--- config.mk ---
export PLATFORM = sky130hd
export DESIGN_NAME = irq_status_ctl
export DESIGN_NICKNAME = d
export VERILOG_FILES = /design/src/rtl/irq_ctl_pkg.sv /design/src/rtl/irq_evt_latch.sv /design/src/rtl/irq_mask_reg.sv /design/src/rtl/irq_req_gen.sv /design/src/rtl/irq_status_ctl.sv
export SDC_FILE = /design/constraint.sdc
export NUM_CORES = 1
export LEC_CHECK = 0
export ABC_AREA = 1
export BUFFER_PORTS_ARGS = -buffer_cell sky130_fd_sc_hd__buf_2
export CAP_MARGIN = 20
export CORE_MARGIN = 2
export CORE_UTILIZATION = 45
export DETAILED_ROUTE_END_ITERATION = 8
export PLACE_DENSITY_LB_ADDON = 0.12
export SLEW_MARGIN = 10
export SYNTH_ARGS = -nofsm -noshare
export SYNTH_HDL_FRONTEND = slang
export SYNTH_SLANG_ARGS = --single-unit
--- constraint.sdc ---
create_clock -name clk -period 2.5 [get_ports clk]
set_input_delay 0.375 -clock clk [delete_from_list [all_inputs] [get_ports clk]]
set_output_delay 0.375 -clock clk [all_outputs]
set_load 0.005 [all_outputs]
--- src/rtl/irq_ctl_pkg.sv ---
package irq_ctl_pkg;

   typedef enum logic {
      EVT_PULSE = 1'b0,
      EVT_RISE  = 1'b1
   } evt_mode_e;

   function automatic logic any_enabled(input logic [31:0] flags,
                                        input logic [31:0] enables,
                                        input int unsigned count);
      logic hit;
      hit = 1'b0;
      for (int unsigned i = 0; i < 32; i++) begin
         if (i < count) hit = hit | (flags[i] & enables[i]);
      end
      return hit;
   endfunction

endpackage

--- src/rtl/irq_evt_latch.sv ---
module irq_evt_latch
   import irq_ctl_pkg::*;
#(
   parameter int unsigned NUM_EVT  = 15,
   parameter evt_mode_e   EVT_MODE = EVT_PULSE
) (
   input  logic               clk,
   input  logic               rst_n,
   input  logic [NUM_EVT-1:0] evt_i,
   input  logic               clr_i,
   output logic [NUM_EVT-1:0] flags_o
);

   logic [NUM_EVT-1:0] hit;

   for (genvar g = 0; g < NUM_EVT; g++) begin : g_bit
      if (EVT_MODE == EVT_RISE) begin : g_rise
         logic prev_q;
         always_ff @(posedge clk or negedge rst_n) begin
            if (!rst_n) prev_q <= 1'b0;
            else        prev_q <= evt_i[g];
         end
         assign hit[g] = evt_i[g] & ~prev_q;
      end else begin : g_pulse
         assign hit[g] = evt_i[g];
      end

      always_ff @(posedge clk or negedge rst_n) begin
         if (!rst_n)     flags_o[g] <= 1'b0;
         else if (clr_i) flags_o[g] <= hit[g];
         else            flags_o[g] <= flags_o[g] | hit[g];
      end
   end

endmodule

--- src/rtl/irq_mask_reg.sv ---
module irq_mask_reg #(
   parameter int unsigned DATA_W  = 16,
   parameter int unsigned NUM_EVT = 15
) (
   input  logic              clk,
   input  logic              rst_n,
   input  logic              wr_i,
   input  logic [DATA_W-1:0] wdata_i,
   output logic [DATA_W-1:0] mask_o
);

   localparam int unsigned GBL_BIT = DATA_W - 1;

   for (genvar g = 0; g < DATA_W; g++) begin : g_bit
      if ((g < NUM_EVT) || (g == GBL_BIT)) begin : g_real
         always_ff @(posedge clk or negedge rst_n) begin
            if (!rst_n)    mask_o[g] <= 1'b0;
            else if (wr_i) mask_o[g] <= wdata_i[g];
         end
      end else begin : g_tied
         assign mask_o[g] = 1'b0;
      end
   end

endmodule

--- src/rtl/irq_req_gen.sv ---
module irq_req_gen
   import irq_ctl_pkg::*;
#(
   parameter int unsigned NUM_EVT = 15
) (
   input  logic               clk,
   input  logic               rst_n,
   input  logic [NUM_EVT-1:0] flags_i,
   input  logic [NUM_EVT-1:0] enables_i,
   input  logic               gbl_en_i,
   input  logic               clr_i,
   output logic               req_o
);

   logic [31:0] flags_w;
   logic [31:0] en_w;
   logic        any_hit;

   always_comb begin
      flags_w = '0;
      en_w    = '0;
      flags_w[NUM_EVT-1:0] = flags_i;
      en_w[NUM_EVT-1:0]    = enables_i;
      any_hit = any_enabled(flags_w, en_w, NUM_EVT);
   end

   always_ff @(posedge clk or negedge rst_n) begin
      if (!rst_n)     req_o <= 1'b0;
      else if (clr_i) req_o <= 1'b0;
      else            req_o <= gbl_en_i & any_hit;
   end

endmodule

--- src/rtl/irq_status_ctl.sv ---
module irq_status_ctl
   import irq_ctl_pkg::*;
#(
   parameter int unsigned DATA_W   = 16,
   parameter int unsigned NUM_EVT  = 15,
   parameter evt_mode_e   EVT_MODE = EVT_PULSE
) (
   input  logic               clk,
   input  logic               rst_n,
   input  logic [NUM_EVT-1:0] evt_i,
   input  logic               mask_wr_i,
   input  logic [DATA_W-1:0]  mask_wdata_i,
   output logic [DATA_W-1:0]  mask_rdata_o,
   input  logic               stat_rd_i,
   output logic [DATA_W-1:0]  stat_rdata_o,
   output logic               irq_n_o
);

   localparam int unsigned GBL_BIT = DATA_W - 1;

   if (DATA_W < 2 || DATA_W > 32) begin : g_chk_w
      $error("irq_status_ctl: DATA_W must lie in 2..32");
   end
   if (NUM_EVT < 1 || NUM_EVT > DATA_W - 1) begin : g_chk_n
      $error("irq_status_ctl: NUM_EVT must lie in 1..DATA_W-1");
   end

   logic [NUM_EVT-1:0] flags;
   logic [DATA_W-1:0]  mask_q;
   logic               req;
   logic [DATA_W-1:0]  snap_d;
   logic [DATA_W-1:0]  snap_q;

   irq_evt_latch #(.NUM_EVT(NUM_EVT), .EVT_MODE(EVT_MODE)) u_latch (
      .clk     (clk),
      .rst_n   (rst_n),
      .evt_i   (evt_i),
      .clr_i   (stat_rd_i),
      .flags_o (flags)
   );

   irq_mask_reg #(.DATA_W(DATA_W), .NUM_EVT(NUM_EVT)) u_mask (
      .clk     (clk),
      .rst_n   (rst_n),
      .wr_i    (mask_wr_i),
      .wdata_i (mask_wdata_i),
      .mask_o  (mask_q)
   );

   irq_req_gen #(.NUM_EVT(NUM_EVT)) u_req (
      .clk       (clk),
      .rst_n     (rst_n),
      .flags_i   (flags),
      .enables_i (mask_q[NUM_EVT-1:0]),
      .gbl_en_i  (mask_q[GBL_BIT]),
      .clr_i     (stat_rd_i),
      .req_o     (req)
   );

   always_comb begin
      snap_d = '0;
      snap_d[NUM_EVT-1:0] = flags;
      snap_d[GBL_BIT]     = req;
   end

   always_ff @(posedge clk or negedge rst_n) begin
      if (!rst_n)         snap_q <= '0;
      else if (stat_rd_i) snap_q <= snap_d;
   end

   assign stat_rdata_o = snap_q;
   assign mask_rdata_o = mask_q;
   assign irq_n_o      = ~req;

endmodule

==> impl_metrics.tcl <==
set metrics [dict create \
    status "completed" \
    synth_top_area_cell "dfrtp_1" \
    crit_buf_inv 1 \
    cts_tree "done" \
    drt-pass1-iter-count 5 \
    htreeDepth 2 \
    root_buffer "clkbuf_8" \
    crit_required_ps 2120 \
    setup_viol 0 \
    crit_path_cell_trace "buf_2" \
    hold_viol 0 \
    vias 1330 \
    die_y_um 69.3 \
    critical_path_peak_fanout 3 \
    clkLatencyLatePin_ps 290 \
    p_leak_uw 0.00128 \
    core_mm2 0.00406 \
    rows 23 \
    critPathMaxStageDelay_ps 410 \
    syn_avg_cell_area_um2 11.4 \
    finalWirelength_um 3490 \
    worstHoldPathType "in -> async" \
    drcViolationCount 0 \
    synth.distinct_cells 15 \
    gp_congestion 0.735 \
    max_slew_margin_pct 65.2 \
    yosys.area.top_type_share_pct 62.7 \
    fillers 384 \
    max_freq_mhz 823 \
    grt_pass1_vias 1287 \
    slew_violations 0 \
    start_util_pct 47.2 \
    critPathKind "reg -> out" \
    vias_per_cell 4.67 \
    dp_hpwl_um 2560 \
    cpMaxStageDelayCell "dfrtp_1" \
    final_antenna_net_count 0 \
    rsz0062_at_grt "false" \
    tightest_slew_ps 522 \
    numCtsBuffers 5 \
    portBuffers 67 \
    drive_gt1_share_pct 38.7 \
    grt_pass1_wl_um 5980 \
    cts.repair.resized 0 \
    antenna_found_initial 0 \
    ys_seq_area_share_pct 62.7 \
    critPathTopFamily "flip-flops" \
    ys_top_cells_by_area "dfrtp_1, nand2_1, mux2_4, a21o_1, mux2_2" \
    fin_nets 270 \
    final_core_util_pct 57.2 \
    die-width_um 69.3 \
    irDropWorstVdd_mv 0.280 \
    syn_inst 168 \
    routedWlPerCell_um 12.2 \
    max-cap-violations 0 \
    postCtsHoldBufs 0 \
    fin_worst_skew_ps 9.50 \
    syn_nets 203 \
    start_kind "flip-flop" \
    die-area_mm2 0.00480 \
    grt_start_max_net_pins 34 \
    syn_to_final_growth_pct 21.1 \
    io_pins 68 \
    post-route-period-util_pct 48.6 \
    fin_crit_ps 1210 \
    drt_iter0_drc 81 \
    synth_seq_cells 48 \
    powerDensity_mw_per_mm2 660 \
    antenna_cells 0 \
    grt-ovfl-total 0 \
    grt_usage_pct 16.1 \
    clk_pin_slew_ps 90 \
    worstSetupEndpointType "output pin" \
    tns_ps 0 \
    arrival_ps 840 \
    clkSinkCount 48 \
    post_cts_buffers 0 \
    clk_path_buf_depth 2 \
    yosysWarnings 0 \
    netlist_area_mm2 0.00192 \
]
[per-layer routing]
metal	vias up	wire [um]	global-route usage [%]
li1	666	-	-
met2	48	1660	24.9
met3	4	266	4.94
met4	0	40	5.88
met1	612	1520	21.4
met5	-	0	0
[per-stage QoR]
step / std cells / hold slack (ps) / cell area, um^2 / power [uW] / worst slack [ps]
6_report: 285 / 32.9 / 2320 / 1530 / 1290
5_1_grt: 285 / 72.5 / 2320 / 1630 / 1230
4_1_cts: 285 / 40.7 / 2320 / 1560 / 1270
3_5_place_dp: 278 / 362 / 2240 / 1130 / 1150
3_3_place_gp: 278 / 366 / 2240 / 1130 / 1180
2_1_floorplan: 168 / 79.4 / 1920 / 1030 / 1460
[worst paths after layout]
check | start | end | slack, ps | cells past startpoint
setup / recovery | u_mask.mask_o[15] | mask_rdata_o[15] | 1290 | 1
hold / removal | rst_n | stat_rdata_o[11] | 30 | 1
setup reg to reg | u_mask.mask_o[6] | u_req.req_o | 1550 | 6
hold reg to reg | stat_rdata_o[10] | stat_rdata_o[10] | 470 | 2
max in group asynchronous | rst_n | u_mask.mask_o[3] | 1740 | 2
min in group clk | evt_i[11] | u_latch.flags_o[11] | 250 | 2
[state kept, by name, indices dropped and copies added (netlist names)]
name             flops
u_latch.flags_o     15
u_req.req_o          1
stat_rdata_o        16
u_mask.mask_o       16
[cell type report]
class | instances | area (um^2) | share of cell area [%]
Timing Repair Buffer | 68 | 343 | 14.8
Tap cell | 50 | 62.6 | 2.70
Clock inverter | 1 | 5.00 | 0.216
Multi-Input combinational cell | 108 | 622 | 26.8
Inverter | 4 | 15.0 | 0.647
Clock buffer | 6 | 72.6 | 3.13
Sequential cell | 48 | 1200 | 51.8
[cells by family after synthesis]
kind of cell | synth area share, %
flops | 62.7
buf+inv | 4.89
simple gates | 14.7
compound gates | 6.40
mux | 11.4
[cell usage after synthesis]
library cell and instances:
buf_12 1, clkbuf_2 1, inv_1 3, buf_2 1
mux2_2 6, nand2_1 69, o21bai_1 1, mux2_4 10
inv_2 1, buf_4 2, buf_6 3, a21o_1 14
dfrtp_1 48, nor2_1 6, o21ai_0 2
[cell usage in the layout, fill, tap and decap left out, drive strengths merged]
cell / count
clkinv: 1
clkbuf: 6
buf: 68
nand2: 69
a21o: 14
inv: 4
mux2: 16
o21ai: 2
o21bai: 1
dfrtp: 48
nor2: 6
[power by group]
part / leakage [uW] / switching [uW] / internal [uW]
logic: 0.000688 / 100 / 119
clock network: 0.0000410 / 230 / 190
registers: 0.000550 / 46.4 / 846
Power figures use the tool's default switching activity.
